`src/rtl/slot_pwm_pkg.sv`:
```
package slot_pwm_pkg;
  localparam int N_CH    = 3;
  localparam int MAJOR_N = 9;
  localparam int MINOR_N = 7;
  localparam int SLOTS   = MAJOR_N * MINOR_N;
  localparam int DUTY_W  = $clog2(SLOTS + 1);
  localparam int ILIM_W  = 4;
  localparam int MAJ_W   = $clog2(MAJOR_N);
  localparam int MIN_W   = $clog2(MINOR_N);
  localparam int CH_W    = $clog2(N_CH + 1);
endpackage

```
`src/rtl/slot_timer.sv`:
```
module slot_timer
  import slot_pwm_pkg::*;
#(
  parameter int SLOT_DIV = 4
) (
  input  logic             clk_i,
  input  logic             rst_ni,
  output logic [MAJ_W-1:0] major_o,
  output logic [MIN_W-1:0] minor_o,
  output logic             wrap_o
);
  localparam int PRE_W = (SLOT_DIV > 1) ? $clog2(SLOT_DIV) : 1;

  logic [PRE_W-1:0] pre_q;
  logic [MAJ_W-1:0] major_q;
  logic [MIN_W-1:0] minor_q;
  logic             tick;
  logic             minor_last, major_last;

  assign tick       = (pre_q == PRE_W'(SLOT_DIV - 1));
  assign minor_last = (minor_q == MIN_W'(MINOR_N - 1));
  assign major_last = (major_q == MAJ_W'(MAJOR_N - 1));

  always_ff @(posedge clk_i or negedge rst_ni) begin
    if (!rst_ni) begin
      pre_q   <= '0;
      major_q <= '0;
      minor_q <= '0;
    end else begin
      pre_q <= tick ? '0 : pre_q + 1'b1;
      if (tick) begin
        minor_q <= minor_last ? '0 : minor_q + 1'b1;
        if (minor_last) major_q <= major_last ? '0 : major_q + 1'b1;
      end
    end
  end

  assign major_o = major_q;
  assign minor_o = minor_q;
  assign wrap_o  = tick & minor_last & major_last;

  AST_IDX_RANGE: assert property (@(posedge clk_i) disable iff (!rst_ni)
    (minor_q < MIN_W'(MINOR_N)) && (major_q < MAJ_W'(MAJOR_N)));
  AST_MINOR_HOLD: assert property (@(posedge clk_i) disable iff (!rst_ni)
    !tick |=> $stable(minor_q) && $stable(major_q));
  AST_MINOR_WRAP: assert property (@(posedge clk_i) disable iff (!rst_ni)
    (tick && minor_last) |=> (minor_q == '0));
endmodule

```
`src/rtl/sink_channel.sv`:
```
module sink_channel
  import slot_pwm_pkg::*;
(
  input  logic              clk_i,
  input  logic              rst_ni,
  input  logic              wr_i,
  input  logic [DUTY_W-1:0] duty_i,
  input  logic [ILIM_W-1:0] ilim_i,
  input  logic              load_i,
  input  logic [MAJ_W-1:0]  major_i,
  input  logic [MIN_W-1:0]  minor_i,
  output logic              en_o,
  output logic [ILIM_W-1:0] ilim_o
);
  logic [DUTY_W-1:0] duty_pend_q, duty_act_q;
  logic [ILIM_W-1:0] ilim_q;
  logic [DUTY_W-1:0] rank;

  // minor position fills across all major cycles first
  assign rank = DUTY_W'(minor_i) * DUTY_W'(MAJOR_N) + DUTY_W'(major_i);

  always_ff @(posedge clk_i or negedge rst_ni) begin
    if (!rst_ni) begin
      duty_pend_q <= '0;
      duty_act_q  <= '0;
      ilim_q      <= '0;
    end else begin
      if (wr_i) begin
        duty_pend_q <= duty_i;
        ilim_q      <= ilim_i;
      end
      if (load_i) duty_act_q <= wr_i ? duty_i : duty_pend_q;
    end
  end

  assign en_o   = (rank < duty_act_q);
  assign ilim_o = ilim_q;

  AST_DUTY_FRAME_HOLD: assert property (@(posedge clk_i) disable iff (!rst_ni)
    !load_i |=> $stable(duty_act_q));
  AST_ZERO_OFF: assert property (@(posedge clk_i) disable iff (!rst_ni)
    (duty_act_q == '0) |-> !en_o);
  AST_FULL_ON: assert property (@(posedge clk_i) disable iff (!rst_ni)
    (duty_act_q == DUTY_W'(SLOTS)) |-> en_o);
  AST_ILIM_HOLD: assert property (@(posedge clk_i) disable iff (!rst_ni)
    !wr_i |=> $stable(ilim_q));
endmodule

```
`src/rtl/slot_pwm_top.sv`:
```
module slot_pwm_top
  import slot_pwm_pkg::*;
#(
  parameter int SLOT_DIV = 4
) (
  input  logic                     clk_i,
  input  logic                     rst_ni,
  input  logic                     wr_en_i,
  input  logic [CH_W-1:0]          wr_ch_i,
  input  logic [DUTY_W-1:0]        wr_duty_i,
  input  logic [ILIM_W-1:0]        wr_ilim_i,
  output logic [N_CH-1:0]          sink_en_o,
  output logic [N_CH*ILIM_W-1:0]   ilim_o,
  output logic                     frame_o
);
  logic [MAJ_W-1:0] major;
  logic [MIN_W-1:0] minor;
  logic             wrap;

  slot_timer #(.SLOT_DIV(SLOT_DIV)) timer_i (
    .clk_i   (clk_i),
    .rst_ni  (rst_ni),
    .major_o (major),
    .minor_o (minor),
    .wrap_o  (wrap)
  );

  for (genvar g = 0; g < N_CH; g++) begin : g_ch
    logic wr_sel;
    assign wr_sel = wr_en_i && (wr_ch_i == CH_W'(g));
    sink_channel ch_i (
      .clk_i   (clk_i),
      .rst_ni  (rst_ni),
      .wr_i    (wr_sel),
      .duty_i  (wr_duty_i),
      .ilim_i  (wr_ilim_i),
      .load_i  (wrap),
      .major_i (major),
      .minor_i (minor),
      .en_o    (sink_en_o[g]),
      .ilim_o  (ilim_o[g*ILIM_W +: ILIM_W])
    );
  end

  assign frame_o = (major == '0) && (minor == '0);

  AST_FRAME_AFTER_WRAP: assert property (@(posedge clk_i) disable iff (!rst_ni)
    wrap |=> frame_o);
  AST_ONEHOT_WR: assert property (@(posedge clk_i) disable iff (!rst_ni)
    $onehot0({g_ch[2].wr_sel, g_ch[1].wr_sel, g_ch[0].wr_sel}));
endmodule

```
`config.mk`:
```
export PLATFORM = sky130hd
export DESIGN_NAME = slot_pwm_top
export DESIGN_NICKNAME = d
export VERILOG_FILES = /design/src/rtl/slot_pwm_pkg.sv /design/src/rtl/slot_timer.sv /design/src/rtl/sink_channel.sv /design/src/rtl/slot_pwm_top.sv
export SDC_FILE = /design/constraint.sdc
export NUM_CORES = 1
export LEC_CHECK = 0
export BUFFER_PORTS_ARGS = -buffer_cell sky130_fd_sc_hd__buf_2
export CORE_MARGIN = 3
export CORE_UTILIZATION = 30
export CTS_BUF_LIST = sky130_fd_sc_hd__clkbuf_8 sky130_fd_sc_hd__clkbuf_16
export CTS_CLUSTER_SIZE = 30
export DETAILED_ROUTE_END_ITERATION = 12
export PLACE_DENSITY_LB_ADDON = 0.15
export SLEW_MARGIN = 10
export SYNTH_ARGS = -nofsm -noshare
export SYNTH_HDL_FRONTEND = slang
export SYNTH_SLANG_ARGS = --single-unit
export TNS_END_PERCENT = 50
```
`constraint.sdc`:
```
create_clock -name clk_i -period 3.3 [get_ports clk_i]
set_input_delay 0.33 -clock clk_i [delete_from_list [all_inputs] [get_ports clk_i]]
set_output_delay 0.33 -clock clk_i [all_outputs]
set_load 0.02 [all_outputs]
```
# Yosys cells after proc, flatten, opt, wreduce, memory -nomap -nowiden
# Index checks and enable logic that the tools add are counted.
# op_classes
reduce_logical	8
add_sub_neg	4
eq_ne	5
n_mux	6
mul	1
bitwise_logic	2
magnitude_cmp	3
# op_table
operator	n
less-than comparator 6 bit	3
2-to-1 mux 6 bit	3
adder 6 x 4 -> 6 bit	1
multiplier 3 x 4 -> 6 bit (second input constant)	1
adder 4 x 1 -> 4 bit (second input constant)	1
== test 2 bit (second input constant)	2
== test 4 bit (second input constant)	1
logical AND 1 bit	4
logical NOT 4 bit	1
2-to-1 mux 4 bit	1
adder 3 x 1 -> 3 bit (second input constant)	1
== test 3 bit (second input constant)	1
logical NOT 3 bit	1
2-to-1 mux 3 bit	1
adder 2 x 1 -> 2 bit (second input constant)	1
AND 1 bit	2
== test 2 x 1 -> 1 bit (second input constant)	1
logical NOT 2 bit	1
2-to-1 mux 2 bit	1
AND reduction 2 bit	1
# totals
input_bits	15
ff_bits	57
word_cells	41
output_inout_bits	16

# Depth between registers and ports, before layout
# logic_depth
word_depth	3
ltp_mapped	11
mapped_depth_nobuf	10

# Cells and area by module
# Synthesis repeated with hierarchy kept, for this count alone.
# hier_totals
hier_cells	264
hier_area_um2	3149.3
# modules_own_cells
mod	seq_area_each_um2	cells_each	instances	area_each_um2
sink_channel	400.4	72	3	885.8
slot_timer	225.2	43	1	442.9
slot_pwm_top	0.0	5	1	48.8

# Worst setup path before layout
# OpenSTA, ideal clock, no wires.
# synth_path
path_kind	reg2out
startpoint	register timer_i.minor_q[1], in the netlist timer_i.minor_o[1]
endpoint	output sink_en_o[0]
path_slack_ns	0.361
t_arrival_ns	2.609
required_ns	2.970
path_stages_with_launch	12
path_buffers	1
path_cell_list	dfrtp_1 > ha_1 > ha_1 > fa_1 > a21o_1 > a21oi_1 > xnor2_1 > ha_1 > nand3_1 > nor3_1 > a211oi_1 > buf_4
# synth_via
elab_chain_len	3
# synth_rtl
element	line_no	source
start, declared	slot_timer.sv:16	logic [MIN_W-1:0] minor_q;
start signal, assigned	slot_timer.sv:32	minor_q <= minor_last ? '0 : minor_q + 1'b1;
multiplier 3 x 4 -> 6 bit	sink_channel.sv:20	assign rank = DUTY_W'(minor_i) * DUTY_W'(MAJOR_N) + DUTY_W'(major_i);
adder 6 x 4 -> 6 bit	sink_channel.sv:20	
less-than comparator 6 bit	sink_channel.sv:36	assign en_o = (rank < duty_act_q);
end, declared	slot_pwm_top.sv:12	output logic [N_CH-1:0] sink_en_o,
# Every way passes these cells.

# Final worst setup path
# layout_path
startpoint	register timer_i.major_q[1], in the netlist timer_i.major_o[1]
endpoint	output sink_en_o[0]
# layout_via
elab_chain_len	2
# layout_rtl
element	line_no	source
start, declared	slot_timer.sv:15	logic [MAJ_W-1:0] major_q;
start signal, assigned	slot_timer.sv:33	if (minor_last) major_q <= major_last ? '0 : major_q + 1'b1;
adder 6 x 4 -> 6 bit	sink_channel.sv:20	
less-than comparator 6 bit	sink_channel.sv:36	
# Every way passes these cells.

==> flow_summary.json <==
{
  "remaining_drc_errors": 0,
  "post_synthesis_cell_area_sq_um": 2850,
  "unrepaired_setup_endpoints_after_global_routing": "yes",
  "leading_post_synthesis_cells_by_instance_count": "dfrtp_1 (57), mux2_2 (30), ha_1 (26), a21oi_1 (22), nor2_1 (19)",
  "grt_antenna_before_repair": 0,
  "hp-class": "in2async",
  "cts.htree.levels": 3,
  "yosys.area.top_type_share_pct": 50.0,
  "number_of_core_rows": 34,
  "synth_ff_type": "dfrtp_1",
  "numPortBuffers": 30,
  "dieArea_sq_um": 10700,
  "p_per_area_nw_per_um2": 479,
  "critical_path.max_fanout": 3,
  "ys_async_sr_fraction_pct": 100,
  "cts.path.max_buffers": 2,
  "critical_path_required_ns": 2.97,
  "dr.first_iter.drc_count": 44,
  "p_int_mw": 1.23,
  "sequentialPowerShare_pct": 48.9,
  "grt_start_max_net_pins": 46,
  "cts.hold.buffers_added": 0,
  "synthesis.area_per_instance_sq_um": 12.0,
  "worst_path_largest_cell_delay_ns": 0.41,
  "die_height_microns": 104,
  "design.portCount": 31,
  "timing.critical_path.arrival_ns": 2.90,
  "area.sequential_sq_um": 1430,
  "cts_inserted_buffers": 9,
  "numPlacedInstances": 388,
  "layout.cell_area.non_filler_sq_um": 3400,
  "synth_top_cells_by_area": "dfrtp_1 (50%), mux2_2 (12%), ha_1 (11%)",
  "fin_nets": 318,
  "cts_tree": "done",
  "detail_route.wl_per_cell_microns": 13.9,
  "synth_nets": 280,
  "synthesis.yosys.warnings": 0,
  "die_x_microns": 104,
  "power.share.clock_pct": 38.5,
  "placement.cell_area_sq_um": 3100,
  "vias": 1809,
  "synth.most_common_cell": "dfrtp_1",
  "place_congestion": 0.709,
  "hold_violations": 0,
  "final_min_period_over_clock_period_pct": 97.7,
  "grt_usage_pct": 11.3,
  "synth_cell_types": 28,
  "report.final.slew_viol_count": 0,
  "maxCapViolations": 0,
  "drt_first_pass_iters": 4,
  "dp_hpwl_microns": 3910,
  "p_sw_uw": 404,
  "clk_latency_worst_skew_pair_ns": 0.33,
  "placement.setup.worst_slack_ns": 0.244,
  "synth_edf_count": 0,
  "syn2layout_area_growth_pct": 19.3,
  "grt_first_pass_wirelength_microns": 9620,
  "worst-path-buf-inv": 1,
  "totalWireLength_microns": 5650,
  "post_layout_nonfiller_instances": 407,
  "route.detailed.vias_per_inst": 4.44,
  "cp-startpoint": "timer_i.major_o[1]$_DFFE_PN0P_",
  "criticalPathCategory": "reg2out",
  "clk_transition_reported_paths_ns": 0.06,
  "hold_slack_ns": 0.176,
  "synth-seq-area-share_pct": 50.0,
  "finish.utilization_pct": 37.9,
  "result_of_the_run": "complete, no violations",
  "netlist.top_cell.by_area": "dfrtp_1",
  "number_of_global_route_vias_before_repair": 1969,
  "syn-instance-count": 238,
  "comb_power_share_pct": 12.6,
  "total_leakage_power_nw": 1.60,
  "endpoint_kind": "primary output",
  "nFillCells": 894,
  "postSynthRegisterBits": 57,
  "min_period_ns": 3.23,
  "final.setup_skew_ns": 0.00547,
  "r2r-start": "timer_i.pre_q[0]$_DFF_PN0_",
  "post-route-worst-setup-slack_ns": 0.0744,
  "clock-root-buffer": "clkbuf_8",
  "grt_overflow_total": 0,
  "power.ir.vdd_worst_mv": 0.180,
  "drive_above_1_share_pct": 36.7,
  "clock.fmax_mhz": 310,
  "cp_cell_sequence": "ha_4 -> ha_4 -> fa_2 -> a21o_1 -> a21oi_2 -> xnor2_2 -> ha_1 -> nand3_2 -> nor3_2 -> a211oi_1 -> buf_2",
  "multi_input_comb_area_sq_um": 1350,
  "fp.coreArea_sq_um": 8980,
  "crit_path_frequent_cell": "ha_4",
  "num_antenna_cells": 0,
  "initial_core_util_pct": 31.8,
  "path_delay_family": "adder cells",
  "clock_sinks": 57,
  "timing_worst_slew_pin_value_ns": 1.06,
  "setup_violations": 0,
  "timing.critical_path.from_type": "register",
  "antenna_left": 0,
  "power.switching_fraction_pct": 24.8,
  "worst_path_max_delay_cell": "dfrtp_1",
  "slew-limit-headroom_pct": 29.6
}
[logic make-up (layout without fill, tap and decap cells)]
| group | after synthesis | count (layout) | synth area share [%] |
|---|---|---|---|
| flops | 57 | 57 | 50.0 |
| mux | 35 | 35 | 14.5 |
| fa+ha+maj | 27 | 27 | 12.1 |
| xor+xnor | 3 | 3 | 0.921 |
| compound gates | 41 | 41 | 8.29 |
| buf+inv | 29 | 72 | 6.05 |
| simple gates | 46 | 46 | 8.16 |
[power by group through the flow]
stage	Combinational (mW)	Sequential (mW)	Clock (mW)
5_1_grt	0.227	0.804	0.681
3_5_place_dp	0.210	0.811	0
4_1_cts	0.210	0.797	0.659
2_1_floorplan	0.0994	0.842	0
6_report	0.206	0.796	0.628
3_3_place_gp	0.207	0.806	0
[worst paths after layout]
path,cells after the start,slack (ns),to
min in group clk_i,2,0.26,g_ch[1].ch_i.ilim_o[3]$_DFFE_PN0P_
setup / recovery,11,0.07,sink_en_o[0]
hold / removal,1,0.18,g_ch[1].ch_i.ilim_o[1]$_DFFE_PN0P_
max in group asynchronous,2,2.32,g_ch[0].ch_i.ilim_o[3]$_DFFE_PN0P_
setup reg to reg,4,1.36,g_ch[2].ch_i.duty_act_q[0]$_DFFE_PN0P_
hold reg to reg,1,0.43,timer_i.pre_q[0]$_DFF_PN0_
[layout make-up]
type                            count  area share (%)
Sequential cell                    57            41.9
Multi-Input combinational cell    152            39.6
Timing Repair Buffer               39            6.47
Tap cell                          126            4.63
Clock buffer                       10            4.04
Inverter                           17            1.88
Clock inverter                      6            1.51
[flip-flops by register name (all words and copies together) (netlist names)]
signal and flops:
timer_i.major_o 4, g_ch.ch_i.ilim_o 12, g_ch.ch_i.duty_pend_q 18, g_ch.ch_i.duty_act_q 18, timer_i.pre_q 2, timer_i.minor_o 3
[placed cells by master, fill, tap and decap left out, types with 5 or more instances in the layout]
cell      count
ha_1         23
nand2_1      10
dfrtp_1      57
inv_1        20
buf_2        29
buf_4        10
nor2_1       19
o21ai_0       7
clkbuf_8     10
a21o_1        5
mux2_4        5
mux2_2       30
a21oi_1      20
[worst register-to-register path: stages (launching register included)]
cell     delay, ns
dfrtp_1       0.35
ha_1          0.30
and4b_1       0.39
nand3_4       0.36
mux2_4        0.43
[metal layers]
metal	routed length, microns	vias to the layer above	part of all wire (%)	global-route usage [%]
li1	-	891	-	-
met1	2780	881	49	14.2
met2	2550	26	45	17.3
met3	179	11	3.2	3.61
met4	141	0	2.5	5.98
met5	0	-	0	0
[metrics by stage]
| stage | power [mW] | setup TNS [ns] |
|---|---|---|
| 6_report | 1.63 | 0 |
| 5_1_grt | 1.71 | -0.0962 |
| 4_1_cts | 1.67 | 0 |
| 3_5_place_dp | 1.02 | 0 |
| 3_3_place_gp | 1.01 | 0 |
| 2_1_floorplan | 0.941 | 0 |
[repair_timing]
action,CTS,global route
setup endpoints to repair,3,3
pin swaps,1,12
endpoints found under the hold margin,0,0
buffers inserted,1,2
resized for setup,3,12
Note: power is estimated with default switching activity, not from simulation.
